**src/rtl/serial_port_pkg.sv**
```systemverilog
package serial_port_pkg;

    typedef enum logic [1:0] {
        TX_IDLE,
        TX_START,
        TX_DATA,
        TX_STOP
    } tx_state_e;

    typedef enum logic [1:0] {
        RX_IDLE,
        RX_START,
        RX_DATA,
        RX_STOP
    } rx_state_e;

    typedef enum logic [1:0] {
        SEL_CTRL,
        SEL_STAT,
        SEL_TXD,
        SEL_RXD
    } reg_sel_e;

    localparam int CTRL_TX_CLR_BIT = 4;
    localparam int CTRL_RX_CLR_BIT = 5;
    localparam int CTRL_DIV_LSB    = 16;

endpackage

```
**src/rtl/serial_fifo.sv**
```systemverilog
module serial_fifo #(
    parameter int WIDTH = 8,
    parameter int DEPTH = 8
) (
    input  logic             clk,
    input  logic             rst_n,
    input  logic             clr,
    input  logic             push,
    input  logic [WIDTH-1:0] wdata,
    input  logic             pop,
    output logic [WIDTH-1:0] rdata,
    output logic             full,
    output logic             empty
);
    localparam int AW = (DEPTH > 1) ? $clog2(DEPTH) : 1;
    localparam int CW = $clog2(DEPTH + 1);

    logic [WIDTH-1:0] mem_q [DEPTH];
    logic [AW-1:0]    wp_q, rp_q;
    logic [CW-1:0]    cnt_q;
    logic             do_push, do_pop;

    function automatic logic [AW-1:0] advance(input logic [AW-1:0] p);
        return (p == AW'(DEPTH - 1)) ? '0 : p + AW'(1);
    endfunction

    assign full    = (cnt_q == CW'(DEPTH));
    assign empty   = (cnt_q == '0);
    assign do_push = push && !full;
    assign do_pop  = pop && !empty;
    assign rdata   = mem_q[rp_q];

    always_ff @(posedge clk or negedge rst_n) begin
        if (!rst_n) begin
            wp_q  <= '0;
            rp_q  <= '0;
            cnt_q <= '0;
        end else if (clr) begin
            wp_q  <= '0;
            rp_q  <= '0;
            cnt_q <= '0;
        end else begin
            if (do_push) wp_q <= advance(wp_q);
            if (do_pop)  rp_q <= advance(rp_q);
            if (do_push && !do_pop)      cnt_q <= cnt_q + CW'(1);
            else if (do_pop && !do_push) cnt_q <= cnt_q - CW'(1);
        end
    end

    always_ff @(posedge clk) begin
        if (do_push && !clr) mem_q[wp_q] <= wdata;
    end

endmodule

```
**src/rtl/serial_tx.sv**
```systemverilog
module serial_tx
    import serial_port_pkg::*;
#(
    parameter int DATA_W = 8,
    parameter int DIV_W  = 16
) (
    input  logic              clk,
    input  logic              rst_n,
    input  logic              enable,
    input  logic [DIV_W-1:0]  div,
    input  logic              fifo_empty,
    input  logic [DATA_W-1:0] fifo_data,
    output logic              fifo_pop,
    output logic              line_o,
    output logic              busy
);
    localparam int BW = (DATA_W > 1) ? $clog2(DATA_W) : 1;

    tx_state_e         state_q, state_d;
    logic [DIV_W-1:0]  cnt_q;
    logic [BW-1:0]     bit_q;
    logic [DATA_W-1:0] shift_q;
    logic              bit_end, last_bit, start_ok;

    assign bit_end  = (cnt_q == div);
    assign last_bit = (bit_q == BW'(DATA_W - 1));
    assign start_ok = enable && !fifo_empty;

    always_comb begin
        state_d = state_q;
        unique case (state_q)
            TX_IDLE:  if (start_ok)             state_d = TX_START;
            TX_START: if (bit_end)              state_d = TX_DATA;
            TX_DATA:  if (bit_end && last_bit)  state_d = TX_STOP;
            TX_STOP:  if (bit_end)              state_d = TX_IDLE;
            default:                            state_d = TX_IDLE;
        endcase
    end

    always_ff @(posedge clk or negedge rst_n) begin
        if (!rst_n) begin
            state_q <= TX_IDLE;
            cnt_q   <= '0;
            bit_q   <= '0;
            shift_q <= '0;
        end else begin
            state_q <= state_d;
            if (state_q == TX_IDLE || bit_end) cnt_q <= '0;
            else                               cnt_q <= cnt_q + DIV_W'(1);
            if (state_q == TX_IDLE && start_ok)
                shift_q <= fifo_data;
            else if (state_q == TX_DATA && bit_end)
                shift_q <= shift_q >> 1;
            if (state_q != TX_DATA) bit_q <= '0;
            else if (bit_end)       bit_q <= bit_q + BW'(1);
        end
    end

    always_comb begin
        fifo_pop = 1'b0;
        line_o   = 1'b1;
        busy     = 1'b1;
        unique case (state_q)
            TX_IDLE: begin
                busy     = 1'b0;
                fifo_pop = start_ok;
            end
            TX_START: line_o = 1'b0;
            TX_DATA:  line_o = shift_q[0];
            TX_STOP:  line_o = 1'b1;
            default:  busy   = 1'b0;
        endcase
    end

endmodule

```
**src/rtl/serial_rx.sv**
```systemverilog
module serial_rx
    import serial_port_pkg::*;
#(
    parameter int DATA_W = 8,
    parameter int DIV_W  = 16
) (
    input  logic              clk,
    input  logic              rst_n,
    input  logic              enable,
    input  logic [DIV_W-1:0]  div,
    input  logic              line_i,
    output logic              push,
    output logic [DATA_W-1:0] data,
    output logic              idle
);
    localparam int BW = (DATA_W > 1) ? $clog2(DATA_W) : 1;

    rx_state_e         state_q, state_d;
    logic [1:0]        sync_q;
    logic [DIV_W-1:0]  cnt_q;
    logic [BW-1:0]     bit_q;
    logic [DATA_W-1:0] shift_q;
    logic              rx_s, bit_end, mid_start, last_bit;

    assign rx_s      = sync_q[1];
    assign bit_end   = (cnt_q == div);
    assign mid_start = (cnt_q == (div >> 1));
    assign last_bit  = (bit_q == BW'(DATA_W - 1));
    assign data      = shift_q;

    always_comb begin
        state_d = state_q;
        unique case (state_q)
            RX_IDLE:  if (enable && !rx_s) state_d = RX_START;
            RX_START: begin
                if (!enable)        state_d = RX_IDLE;
                else if (mid_start) state_d = rx_s ? RX_IDLE : RX_DATA;
            end
            RX_DATA: begin
                if (!enable)                   state_d = RX_IDLE;
                else if (bit_end && last_bit)  state_d = RX_STOP;
            end
            RX_STOP: begin
                if (!enable || bit_end) state_d = RX_IDLE;
            end
            default: state_d = RX_IDLE;
        endcase
    end

    always_ff @(posedge clk or negedge rst_n) begin
        if (!rst_n) begin
            state_q <= RX_IDLE;
            sync_q  <= 2'b11;
            cnt_q   <= '0;
            bit_q   <= '0;
            shift_q <= '0;
        end else begin
            state_q <= state_d;
            sync_q  <= {sync_q[0], line_i};
            if (state_q == RX_IDLE || bit_end || (state_q == RX_START && mid_start))
                cnt_q <= '0;
            else
                cnt_q <= cnt_q + DIV_W'(1);
            if (state_q == RX_DATA && bit_end)
                shift_q <= {rx_s, shift_q[DATA_W-1:1]};
            if (state_q != RX_DATA) bit_q <= '0;
            else if (bit_end)       bit_q <= bit_q + BW'(1);
        end
    end

    always_comb begin
        push = 1'b0;
        idle = 1'b0;
        unique case (state_q)
            RX_IDLE:  idle = 1'b1;
            RX_START: push = 1'b0;
            RX_DATA:  push = 1'b0;
            RX_STOP:  push = enable && bit_end && rx_s;
            default:  idle = 1'b1;
        endcase
    end

endmodule

```
**src/rtl/serial_port.sv**
```systemverilog
module serial_port
    import serial_port_pkg::*;
#(
    parameter int          ADDR_W     = 4,
    parameter int          DATA_W     = 8,
    parameter int          FIFO_DEPTH = 8,
    parameter int          DIV_W      = 16,
    parameter logic [15:0] DIV_RESET  = 16'h00D9
) (
    input  logic              clk,
    input  logic              rst_n,
    input  logic [ADDR_W-1:0] addr,
    input  logic              wr_en,
    input  logic              rd_en,
    input  logic [31:0]       wdata,
    output logic [31:0]       rdata,
    input  logic              rx_i,
    output logic              tx_o,
    output logic              irq_o
);
    localparam int DIV_MSB = CTRL_DIV_LSB + DIV_W - 1;

    reg_sel_e          sel;
    logic              tx_en_q, rx_en_q, tx_ie_q, rx_ie_q;
    logic [DIV_W-1:0]  div_q;
    logic              ctrl_wr, tx_clr, rx_clr, tx_push, rx_pop;
    logic              tx_full, tx_empty, tx_pop, tx_busy, tx_idle;
    logic              rx_full, rx_empty, rx_push, rx_idle;
    logic [DATA_W-1:0] tx_head, rx_head, rx_byte;
    logic [31:0]       ctrl_view, stat_view;

    assign sel     = reg_sel_e'(addr[3:2]);
    assign ctrl_wr = wr_en && (sel == SEL_CTRL);
    assign tx_clr  = ctrl_wr && wdata[CTRL_TX_CLR_BIT];
    assign rx_clr  = ctrl_wr && wdata[CTRL_RX_CLR_BIT];
    assign tx_push = wr_en && (sel == SEL_TXD);
    assign rx_pop  = rd_en && (sel == SEL_RXD);

    always_ff @(posedge clk or negedge rst_n) begin
        if (!rst_n) begin
            tx_en_q <= 1'b0;
            rx_en_q <= 1'b0;
            tx_ie_q <= 1'b0;
            rx_ie_q <= 1'b0;
            div_q   <= DIV_W'(DIV_RESET);
        end else if (ctrl_wr) begin
            tx_en_q <= wdata[0];
            rx_en_q <= wdata[1];
            tx_ie_q <= wdata[2];
            rx_ie_q <= wdata[3];
            div_q   <= wdata[DIV_MSB:CTRL_DIV_LSB];
        end
    end

    serial_fifo #(.WIDTH(DATA_W), .DEPTH(FIFO_DEPTH)) u_tx_fifo (
        .clk   (clk),
        .rst_n (rst_n),
        .clr   (tx_clr),
        .push  (tx_push),
        .wdata (wdata[DATA_W-1:0]),
        .pop   (tx_pop),
        .rdata (tx_head),
        .full  (tx_full),
        .empty (tx_empty)
    );

    serial_fifo #(.WIDTH(DATA_W), .DEPTH(FIFO_DEPTH)) u_rx_fifo (
        .clk   (clk),
        .rst_n (rst_n),
        .clr   (rx_clr),
        .push  (rx_push),
        .wdata (rx_byte),
        .pop   (rx_pop),
        .rdata (rx_head),
        .full  (rx_full),
        .empty (rx_empty)
    );

    serial_tx #(.DATA_W(DATA_W), .DIV_W(DIV_W)) u_tx (
        .clk        (clk),
        .rst_n      (rst_n),
        .enable     (tx_en_q),
        .div        (div_q),
        .fifo_empty (tx_empty),
        .fifo_data  (tx_head),
        .fifo_pop   (tx_pop),
        .line_o     (tx_o),
        .busy       (tx_busy)
    );

    serial_rx #(.DATA_W(DATA_W), .DIV_W(DIV_W)) u_rx (
        .clk    (clk),
        .rst_n  (rst_n),
        .enable (rx_en_q),
        .div    (div_q),
        .line_i (rx_i),
        .push   (rx_push),
        .data   (rx_byte),
        .idle   (rx_idle)
    );

    assign tx_idle = tx_empty && !tx_busy;

    always_comb begin
        ctrl_view = '0;
        ctrl_view[DIV_MSB:CTRL_DIV_LSB] = div_q;
        ctrl_view[3:0] = {rx_ie_q, tx_ie_q, rx_en_q, tx_en_q};
        stat_view = '0;
        stat_view[5:0] = {rx_idle, tx_idle, rx_empty, tx_empty, rx_full, tx_full};
    end

    always_comb begin
        rdata = '0;
        if (rd_en) begin
            unique case (sel)
                SEL_CTRL: rdata = ctrl_view;
                SEL_STAT: rdata = stat_view;
                SEL_TXD:  rdata = '0;
                SEL_RXD:  rdata = rx_empty ? '0 : 32'(rx_head);
                default:  rdata = '0;
            endcase
        end
    end

    assign irq_o = (tx_ie_q && tx_empty) || (rx_ie_q && !rx_empty);

endmodule

```
**config.mk**
```make
export PLATFORM = sky130hd
export DESIGN_NAME = serial_port
export DESIGN_NICKNAME = d
export VERILOG_FILES = /design/src/rtl/serial_port_pkg.sv /design/src/rtl/serial_fifo.sv /design/src/rtl/serial_tx.sv /design/src/rtl/serial_rx.sv /design/src/rtl/serial_port.sv
export SDC_FILE = /design/constraint.sdc
export NUM_CORES = 1
export LEC_CHECK = 0
export BUFFER_PORTS_ARGS = -buffer_cell sky130_fd_sc_hd__buf_2
export CAP_MARGIN = 20
export CORE_UTILIZATION = 55
export DETAILED_ROUTE_END_ITERATION = 16
export GPL_ROUTABILITY_DRIVEN = 0
export PLACE_DENSITY = 0.87
export SYNTH_ARGS = -nofsm -noshare
export SYNTH_HDL_FRONTEND = slang
export SYNTH_SLANG_ARGS = --single-unit
```
**constraint.sdc**
```tcl
create_clock -name clk -period 2.8 [get_ports clk]
set_clock_uncertainty 0.05 [all_clocks]
set_input_delay 0.28 -clock clk [delete_from_list [all_inputs] [get_ports clk]]
set_output_delay 0.28 -clock clk [all_outputs]
set_load 0.01 [all_outputs]
```
==> reports/metrics.yaml, run 1 <==
floorplanning:
  start_util_pct: 56.3
  die_y_um: 140
  core-area_um2: 18700
  io_pins: 75
  die_area_um2: 19700
  chipWidth_um: 140
  rows: 50
power_and_ir_drop:
  internal_power_w: 0.00713
  worst_ir_drop_vdd_mv: 0.752
  p_sw_w: 0.00283
  swShare_pct: 28.4
  p_leak_nw: 5.01
  clock_power_share_pct: 34.2
  seq_power_share_pct: 42.1
  comb_power_share_pct: 23.7
  power_density_nw_per_um2: 794
cts:
  cts.clk_slew.worst_paths_ns: 0.06
  cts_inserted_buffers: 23
  h-tree-depth: 1
  clock_path_buffers: 3
  cts-root-buf: "clkbuf_16"
  clkSinkCount: 228
  cts_tree: "built"
  clk_latency_ns: 0.52
timing:
  worst_pin_slew_ns: 0.799
  slew_violations: 0
  min_period_over_period_pct: 100
  hold_viol_final: 0
  fin_setup_tns_ns: 0
  slew_headroom_pct: 46.7
  fin_crit_ns: 2.80
  max_freq_mhz: 357
  setup_viol: 0
worst_hold_path:
  hp-class: "in2reg"
  whs_path_depth: 1
  holdCritStartpoint: "wdata[2]"
synth:
  synth_edf_count: 128
  synth.avg_cell_area_um2: 13.7
  synth-seq-area-share_pct: 60.3
  ys_warn_count: 0
  async_flop_share_pct: 43.9
  synth_seq_cells: 228
  ys_types: 55
  syn_area_um2: 10500
  synth_cells: 771
  ys.flop_type: "edfxtp_1"
final_layout:
  utilization_pct: 67.1
  drive_gt1_share_pct: 27.8
  nFillCells: 1199
  fin_nets: 965
  syn2layout_area_growth_pct: 19.2
global_route:
  grt_antenna_before_repair: 3
  grt_max_degree: 71
  grt_pass1_wl_um: 37100
  grt_usage_pct: 24.7
  overflow: 0
  grt_pass1_vias: 6916
outcome:
  status: "completed"
setup_path:
  endpoint_kind: "flip-flop"
  crit_arrival_ns: 3.16
  crit_required_ns: 3.16
  path_class: "reg2reg"
  crit_path_start: "u_tx_fifo.cnt_q[0]"
  critPathLaunchType: "flip-flop"
  reg2reg_depth: 9
  path_max_fanout: 4
  r2r_start: "u_tx_fifo.cnt_q[0]"
route:
  drc: 0
  wire_per_inst_um: 21.0
  viasPerCell: 5.99
  num_vias: 6903
  antenna_left: 0
  wl_um: 24200
  dr.pass1.iters: 5
  drt_iter0_drc: 493
placement:
  dp_hpwl_um: 15400
  io_buffers: 56
run:
  maxCapViolCount: 0
## cell usage in the layout (no fill, tap or decap), types with 8 or more instances in the layout
cell type,n
o21ai_0,24
mux2_2,35
edfxtp_1,128
and2_1,22
buf_2,55
xor2_1,46
nand3_1,19
nor2_1,62
dlygate4sd3_1,21
nand2_1,39
ha_1,20
mux4_2,32
inv_1,17
a21oi_1,23
conb_1,8
clkbuf_16,23
buf_4,61
xnor2_1,29
mux2i_1,23
dfrtp_1,92
nand4_1,15
nor3_1,15
## worst paths after layout
kind | end | slack [ns]
max reg2reg | u_tx_fifo.cnt_q[3] | 0.0006
min | u_tx_fifo.mem_q[3][2] | 0.02
min in group asynchronous | u_tx.cnt_q[11] | 0.19
max in group asynchronous | u_rx.sync_q[1] | 1.74
max | u_tx_fifo.cnt_q[3] | 0.0006
min reg2reg | u_rx.sync_q[1] | 0.31
## timing repair
item | CTS | global route
endpoints found under the hold margin | 71 | 0
hold buffers | 21 | 0
pin swaps | 0 | 5
gates resized for setup | 0 | 12
setup buffers | 1 | 2
setup endpoints to repair | 1 | 14
gates cloned | 0 | 0
## synth_stat cells, types with 3 or more instances
master	instances	area, um2
nand3_1	21	105
nor2_1	62	233
nand2_1	40	150
nor3_1	16	80.1
mux4_2	32	721
buf_4	8	60.1
and2_1	22	138
clkbuf_1	21	78.8
edfxtp_1	128	3840
nor2b_1	3	18.8
nand2b_1	4	25.0
and4_1	3	26.3
nor4_1	10	62.6
mux2_2	35	394
dfstp_2	7	184
o221a_2	3	33.8
ha_1	22	275
dfrtp_1	93	2330
a21oi_1	23	115
or2_2	3	18.8
xor2_1	46	403
buf_2	9	45.0
and3_1	7	43.8
xnor2_1	29	254
nor3b_1	8	60.1
or3_1	5	31.3
inv_1	17	63.8
o21ai_0	24	120
nand4_1	15	93.8
a21o_1	3	22.5
mux2i_1	23	230
## cell families (layout without fill, tap and decap cells)
| family | count (synthesis) | count (layout) | synth area share (%) |
|---|---|---|---|
| buffers and inverters | 59 | 197 | 2.64 |
| other | 1 | 10 | 0.0356 |
| adders and majority gates | 24 | 24 | 2.99 |
| muxes | 90 | 90 | 12.8 |
| AOI/OAI and AO/OA | 63 | 63 | 3.60 |
| xor gates and xnor gates | 75 | 75 | 6.24 |
| DFF | 228 | 228 | 60.3 |
| and+or+nand+nor | 231 | 231 | 11.4 |
## worst max-delay path, stage by stage, from the launching register on
cell and delay, ns:
dfrtp_1 0.43, or4b_4 0.59, and4_4 0.23, nand2_4 0.08
ha_4 0.21, a21o_1 0.17, a21o_1 0.18, or3_4 0.34
a31o_1 0.21, a32o_1 0.20
## power by group through the flow
stage               Combinational, W  Sequential [W]  Clock [W]
CTS                          0.00228         0.00418    0.00344
global route                 0.00258         0.00422    0.00356
finish                       0.00236         0.00419    0.00341
global placement             0.00210         0.00421          0
detailed placement           0.00221         0.00423          0
floorplan                    0.00160         0.00413          0
## per-stage QoR
stage | hold slack, ns | worst slack [ns] | std cells | instance area, um2 | total power [W]
after global placement | 0.193 | 0.0831 | 1084 | 11400 | 0.00631
after global routing | 0.0207 | -0.0244 | 1152 | 12600 | 0.0104
final | 0.0225 | 0.000556 | 1152 | 12600 | 0.00996
after CTS | 0.00172 | 0.00978 | 1148 | 12500 | 0.00990
after detailed placement | 0.194 | 0.00107 | 1085 | 11400 | 0.00645
after floorplan | -0.0656 | 0.0154 | 778 | 10600 | 0.00573
## routing by layer
metal  up-vias  track usage, %  share of wire, %
met5         -               0             0.066
met4         2            10.1               3.9
met3        74            3.15               6.3
met2       321            42.0                50
met1      3444            32.4                40
li1       3062               -                 -
## registers in the layout, indices dropped and copies added, names as in the netlist, 2 cells and up
name,count
u_rx_fifo.mem_q,64
u_tx_fifo.mem_q,64
div_q,16
u_rx.cnt_q,16
u_tx.cnt_q,16
u_rx.data,8
u_tx.shift_q,8
u_rx_fifo.cnt_q,4
u_tx_fifo.cnt_q,4
u_rx.bit_q,3
u_rx_fifo.rp_q,3
u_rx_fifo.wp_q,3
u_tx.bit_q,3
u_tx_fifo.rp_q,3
u_tx_fifo.wp_q,3
u_rx.state_q,2
u_rx.sync_q,2
u_tx.state_q,2
## area by class of cell
cell class	count	area, um2	area share, %
Antenna cell	2	5.00	0.0399
Multi-Input combinational cell	491	4030	32.1
Inverter	17	63.8	0.508
Timing Repair Buffer	139	975	7.76
Tap cell	234	293	2.33
Clock buffer	24	579	4.61
Sequential cell	228	6360	50.6
Clock inverter	17	259	2.06
No activity file was read; power rests on OpenSTA's default activity.
==> run 2: changes to the inputs <==
--- a/config.mk
+++ b/config.mk
@@ -9,8 +9,8 @@
 export CAP_MARGIN = 20
 export CORE_UTILIZATION = 55
 export DETAILED_ROUTE_END_ITERATION = 16
-export GPL_ROUTABILITY_DRIVEN = 0
-export PLACE_DENSITY = 0.87
+export GPL_ROUTABILITY_DRIVEN = 1
+export PLACE_DENSITY = 0.74
 export SYNTH_ARGS = -nofsm -noshare
 export SYNTH_HDL_FRONTEND = slang
 export SYNTH_SLANG_ARGS = --single-unit
==> run 2 against run 1 <==
  * Maximum frequency is 1.2% higher
  * Hold slack lost 0.0026 ns
  * Cell count up 0.17%
  * Cell area is 0.83% lower
  * First-iteration DRC count fell by 21%
  * Sequential power is essentially flat
  * Setup slack improved by 0.033 ns
  * Critical path depth unchanged
  * Clock power is 8.2% lower
  * Via count shrank 1.8%
==> reports/metrics.yaml, run 2 (synthesized netlist as in run 1, its figures left out) <==
setup_path:
  critPathLaunchType: "flip-flop"
  crit_required_ns: 3.15  # about the same
  endpoint_kind: "flip-flop"
  path_max_fanout: 3  # -1
  crit_arrival_ns: 3.11  # -0.05 ns
  path_class: "reg2reg"
worst_hold_path:
  hp-class: "in2reg"
floorplanning:
  die_area_um2: 19700  # unchanged
  rows: 50  # unchanged
  core-area_um2: 18700  # unchanged
  io_pins: 75  # unchanged
  die_y_um: 140  # unchanged
  start_util_pct: 56.3  # unchanged
  chipWidth_um: 140  # unchanged
global_route:
  overflow: 0  # unchanged
  grt_pass1_vias: 7107  # +2.8%
  grt_pass1_wl_um: 37200  # +0.20%
  grt_max_degree: 54  # -24%
  grt_usage_pct: 24.6  # -0.12 points
  grt_antenna_before_repair: 3  # unchanged
final_layout:
  seqCellArea_um2: 6360  # about the same
  nFillCells: 1319  # +10%
  final_cell_mix: "128 x edfxtp_1, 90 x dfrtp_1, 62 x nor2_1, 62 x buf_4, 55 x buf_2"
  stdcell_area_um2: 12500  # -0.83%
  final_common_cell: "edfxtp_1"
  fin_nets: 965  # unchanged
  utilization_pct: 66.6  # -0.56 points
  drive_gt1_share_pct: 27.3  # -0.50 points
  largestRegisters: "u_rx_fifo.mem_q x64, u_tx_fifo.mem_q x64"
  multi_input_comb_area_um2: 4000  # -0.56%
  syn2layout_area_growth_pct: 18.2
route:
  dr.pass1.iters: 5  # unchanged
  antenna_left: 0  # unchanged
  num_vias: 6777  # -1.8%
  drt_iter0_drc: 389  # -21%
  wl_um: 23400  # -3.3%
  viasPerCell: 5.87  # -2.0%
  wire_per_inst_um: 20.3  # -3.5%
  drc: 0  # unchanged
timing:
  min_period_over_period_pct: 98.8  # -1.2 points
  slew_violations: 0  # unchanged
  worst_pin_slew_ns: 0.679  # -0.120 ns
  fin_setup_tns_ns: 0  # unchanged
  slew_headroom_pct: 54.7  # +8.0 points
  fin_crit_ns: 2.77  # -0.0333 ns
  setup_viol: 0  # unchanged
  max_freq_mhz: 362  # +1.2%
  hold_viol_final: 0  # unchanged
power_and_ir_drop:
  worst_ir_drop_vdd_mv: 0.608  # -19%
  p_leak_nw: 4.97  # -0.86%
  finalPower_w: 0.00963  # -3.4%
  seq_power_share_pct: 43.8  # +1.7 points
  power_density_nw_per_um2: 773  # -2.6%
  p_sw_w: 0.00281  # -0.92%
  clock_power_share_pct: 32.6  # -1.6 points
  swShare_pct: 29.1  # +0.72 points
  internal_power_w: 0.00682  # -4.4%
  comb_power_share_pct: 23.6  # about the same
cts:
  cts_inserted_buffers: 24  # +4.3%
  clock_path_buffers: 3  # unchanged
  clk_latency_ns: 0.51  # about the same
  cts_tree: "built"
  cts-root-buf: "clkbuf_16"
  h-tree-depth: 1  # unchanged
  clkSinkCount: 228  # unchanged
  cts.clk_slew.worst_paths_ns: 0.06  # about the same
placement:
  io_buffers: 56  # unchanged
  place_area_um2: 11400  # -0.34%
  place_congestion: 0.839
  dp_hpwl_um: 15700  # +2.0%
run:
  maxCapViolCount: 0  # unchanged
outcome:
  status: "completed"
-- run 2: cell count changes in the layout (fill, tap and decap cells not counted), sizes merged --
cell / change
clkinv: -1
dlygate4sd3: -1
bufinv: -5
clkbuf: +9
-- run 2: worst paths after layout --
kind / endpoint / slack [ns] / cells past startpoint / startpoint
max reg2reg: u_tx_fifo.cnt_q[3] / 0.03 / 9 / u_tx_fifo.cnt_q[0]
min: u_tx_fifo.mem_q[6][0] / 0.02 / 1 / wdata[0]
max in group asynchronous: u_rx.sync_q[0] / 1.52 / 3 / rst_n
min in group asynchronous: div_q[15] / 0.30 / 2 / rst_n
max: u_tx_fifo.cnt_q[3] / 0.03 / 9 / u_tx_fifo.cnt_q[0]
min reg2reg: u_rx.sync_q[1] / 0.31 / 0 / u_rx.sync_q[0]
-- run 2: repair_timing --
action	in CTS	in global routing
pin swaps	0	2
endpoints found under the hold margin	82	0
setup buffers	2	2
gates resized for setup	2	12
setup endpoints to repair	2	69
hold buffers	20	0
-- run 2: worst max-delay path, stage by stage (launching register included) --
cell and delay, ns:
dfrtp_1 0.40, or4b_4 0.55, and4_4 0.22, nand2_4 0.08
ha_4 0.20, a21o_1 0.18, a21o_1 0.21, or3_4 0.34
a31o_1 0.22, a32o_1 0.22
-- run 2: through the flow --
stage	hold WS [ns]	worst slack [ns]	std cells
final	0.0199	0.0339	1154
after global placement	0.299	0.0583	1084
after CTS	0.00928	0.0153	1150
after floorplan	-0.0656	0.0154	778
after global routing	0.0255	-0.0126	1154
after detailed placement	0.305	0.00367	1084
-- run 2: cell type report --
type	instances	share of cell area (%)
Clock inverter	11	0.864
Clock buffer	33	5.35
Multi-Input combinational cell	491	32.1
Sequential cell	228	51.1
Timing Repair Buffer	138	7.68
Antenna cell	2	0.0402
Tap cell	234	2.35
Inverter	17	0.512
-- run 2: routing by layer --
metal,share of wire (%),global-route usage (%),vias to the layer above
met5,0.043,0.251,-
met2,51,42.4,227
met1,41,31.4,3424
met3,5.1,4.07,56
li1,-,-,3068
met4,2.9,9.25,2
-- run 2: power groups by stage --
stage          Combinational (W)  Sequential [W]  Clock, W
6_report                 0.00228         0.00422   0.00313
5_1_grt                  0.00249         0.00425   0.00331
4_1_cts                  0.00223         0.00420   0.00317
3_5_place_dp             0.00215         0.00426         0
3_3_place_gp             0.00204         0.00423         0
2_1_floorplan            0.00160         0.00413         0
==> run 3: changes to the inputs <==
--- a/config.mk
+++ b/config.mk
@@ -7,10 +7,10 @@
 export LEC_CHECK = 0
 export BUFFER_PORTS_ARGS = -buffer_cell sky130_fd_sc_hd__buf_2
 export CAP_MARGIN = 20
-export CORE_UTILIZATION = 55
+export CORE_UTILIZATION = 60
 export DETAILED_ROUTE_END_ITERATION = 16
 export GPL_ROUTABILITY_DRIVEN = 1
-export PLACE_DENSITY = 0.74
+export PLACE_DENSITY = 0.76
 export SYNTH_ARGS = -nofsm -noshare
 export SYNTH_HDL_FRONTEND = slang
 export SYNTH_SLANG_ARGS = --single-unit
==> constraint.sdc (replaced) <==
create_clock -name clk -period 3 [get_ports clk]
set_clock_uncertainty 0.05 [all_clocks]
set_input_delay 0.3 -clock clk [delete_from_list [all_inputs] [get_ports clk]]
set_output_delay 0.3 -clock clk [all_outputs]
set_load 0.01 [all_outputs]
==> run 3 against run 2 <==
  * Routed wire length shrank 1.2%
  * Clock power shrank 12%
  * Non-clock buffer count shrank 28
  * Cell area shrank 2.7%
  * Combinational power shrank 11%
  * Count of clock-buffer cells in the layout is the same
  * Setup slack gained 0.047 ns
  * Maximum frequency shrank 5.3%
  * Via count shrank 1.2%
  * Sequential share of layout area grew 1.4 points
  * Cell count shrank 3.6%
  * Hold slack gained 0.022 ns
  * Critical path type unchanged
  * Largest cell class unchanged
==> reports/metrics.yaml, run 3 (synthesized netlist as in run 1, its figures left out) <==
outcome:
  status: "completed"
route:
  drt_iter0_drc: 477  # +23%
  dr.pass1.iters: 4  # -1
  wire_per_inst_um: 20.8  # +2.5%
  viasPerCell: 6.02  # +2.5%
  wl_um: 23100  # -1.2%
  drc: 0  # unchanged
  num_vias: 6695  # -1.2%
  antenna_left: 0  # unchanged
timing:
  fin_crit_ns: 2.92  # +0.153 ns
  rsz0062_at_grt: "false"
  min_period_over_period_pct: 97.3  # -1.5 points
  hold_viol_final: 0  # unchanged
  setup_viol: 0  # unchanged
  slew_headroom_pct: 45.7  # -9.0 points
  slew_violations: 0  # unchanged
  max_freq_mhz: 343  # -5.3%
  fin_setup_tns_ns: 0  # unchanged
  worst_pin_slew_ns: 0.814  # +0.135 ns
floorplanning:
  start_util_pct: 61.1  # +4.8 points
  die_y_um: 134  # -4.2%
  chipWidth_um: 134  # -4.2%
  die_area_um2: 18100  # -8.2%
  io_pins: 75  # unchanged
  rows: 48  # -4.0%
  core-area_um2: 17200  # -7.9%
global_route:
  grt_pass1_wl_um: 36300  # -2.3%
  grt_use_met3_pct: 4.47  # +0.40 points
  overflow: 0  # unchanged
  grt_pass1_vias: 6903  # -2.9%
  grt_max_degree: 98  # +81%
  met1_usage_pct: 35.0  # +3.5 points
  grt_usage_pct: 26.3  # +1.7 points
  busiest_layer: "met2"
  grt_antenna_before_repair: 0  # -3
  grtUsageMet2_pct: 44.9  # +2.5 points
power_and_ir_drop:
  finalPower_w: 0.00874  # -9.2%
  power_density_nw_per_um2: 721  # -6.7%
  worst_ir_drop_vdd_mv: 0.494  # -19%
  p_leak_nw: 4.79  # -3.5%
final_layout:
  fin_nets: 936  # -3.0%
  final_common_cell: "edfxtp_1"
  drive_gt1_share_pct: 23.7  # -3.7 points
  diodes: 0  # -2
  syn2layout_area_growth_pct: 15.1
  instances_no_fill: 1112  # -3.6%
  nFillCells: 1150  # -13%
  final_cell_mix: "128 x edfxtp_1, 93 x dfrtp_1, 62 x nor2_1"
  largestRegisters: "u_rx_fifo.mem_q x64, u_tx_fifo.mem_q x64"
  multi_input_comb_area_um2: 3940  # -1.5%
  seqCellArea_um2: 6350  # about the same
placement:
  io_buffers: 56  # unchanged
  dp_hpwl_um: 15400  # -2.2%
  place_congestion: 0.908  # +8.2%
  dp_cells: 1052  # -3.0%
cts:
  post_cts.repair.setup_buffers: 0  # -2
  cts.clk_slew.worst_paths_ns: 0.06  # about the same
  clk_latency_ns: 0.50  # about the same
  clock_path_buffers: 3  # unchanged
  cts-root-buf: "clkbuf_16"
  cts_inserted_buffers: 23  # -4.2%
  cts_resized: 0  # -2
  hold_buffers: 19  # -5.0%
  h-tree-depth: 1  # unchanged
  clkSinkCount: 228  # unchanged
  cts_tree: "built"
setup_path:
  path_max_fanout: 9  # +6
  crit_arrival_ns: 3.26  # +0.15 ns
  path_class: "reg2reg"
  endpoint_kind: "flip-flop"
  crit_required_ns: 3.34  # +0.19 ns
  critPathLaunchType: "flip-flop"
run:
  maxCapViolCount: 0  # unchanged
worst_hold_path:
  hp-class: "in2reg"
==> run 3: changes by cell type in the layout (fill, tap and decap cells not counted), moves of 3 or more <==
cell / change
nor4_1: +4
clkinv_2: -3
buf_4: -27
dfrtp_2: -3
dfrtp_1: +3
nor4_2: -4
==> run 3: path summary, 6_finish.rpt <==
path	from	slack [ns]	end	depth (start not counted)
worst max-delay path	u_tx_fifo.cnt_q[0]	0.08	u_tx_fifo.cnt_q[3]	9
worst min-delay path	wdata[1]	0.04	u_tx_fifo.mem_q[6][1]	1
worst max register to register	u_tx_fifo.cnt_q[0]	0.08	u_tx_fifo.cnt_q[3]	9
worst min register to register	u_rx.sync_q[0]	0.31	u_rx.sync_q[1]	0
max in group asynchronous	rst_n	2.03	div_q[3]	3
min in group asynchronous	rst_n	0.11	u_tx.shift_q[7]	2
==> run 3: area by class of cell <==
cell class / instances / share of cell area [%]
well taps: 225 / 2.32
clock buffers: 33 / 5.31
inverters: 17 / 0.526
clock inverters: 8 / 0.712
multi-input cells: 491 / 32.5
flip-flops and latches: 228 / 52.4
repair buffers: 110 / 6.17
==> run 3: layer usage <==
layer  wire [um]  share of wire [%]
met2       11700                 51
met5           0                  0
met3        1270                5.5
met1        9510                 41
met4         655                2.8
==> run 3: through the flow <==
step           hold slack (ns)  cell area [um2]  utilization (%)  setup slack (ns)
3_5_place_dp            0.0848            11200             65.0             0.117
6_report                0.0418            12100             70.3            0.0806
3_3_place_gp            0.0814            11200             65.0             0.196
5_1_grt                 0.0384            12100             70.3           0.00313
2_1_floorplan          -0.0456            10600                -             0.153
4_1_cts                 0.0203            12100             70.3            0.0849
==> run 3: worst max-delay path, stage by stage, from the launching register on <==
cell	delay, ns
dfrtp_1	0.44
or4b_4	0.57
and4_4	0.25
nand2_1	0.12
ha_1	0.25
a21o_1	0.18
a21o_1	0.20
or3_4	0.34
a31o_1	0.21
a32o_1	0.20
==> run 3: where the power goes <==
| group | switching [W] | internal [W] | total [W] | leakage, nW |
|---|---|---|---|---|
| Sequential | 0.000372 | 0.00358 | 0.00395 | 2.40 |
| Combinational | 0.00104 | 0.000986 | 0.00202 | 2.04 |
| Clock | 0.00112 | 0.00165 | 0.00277 | 0.350 |
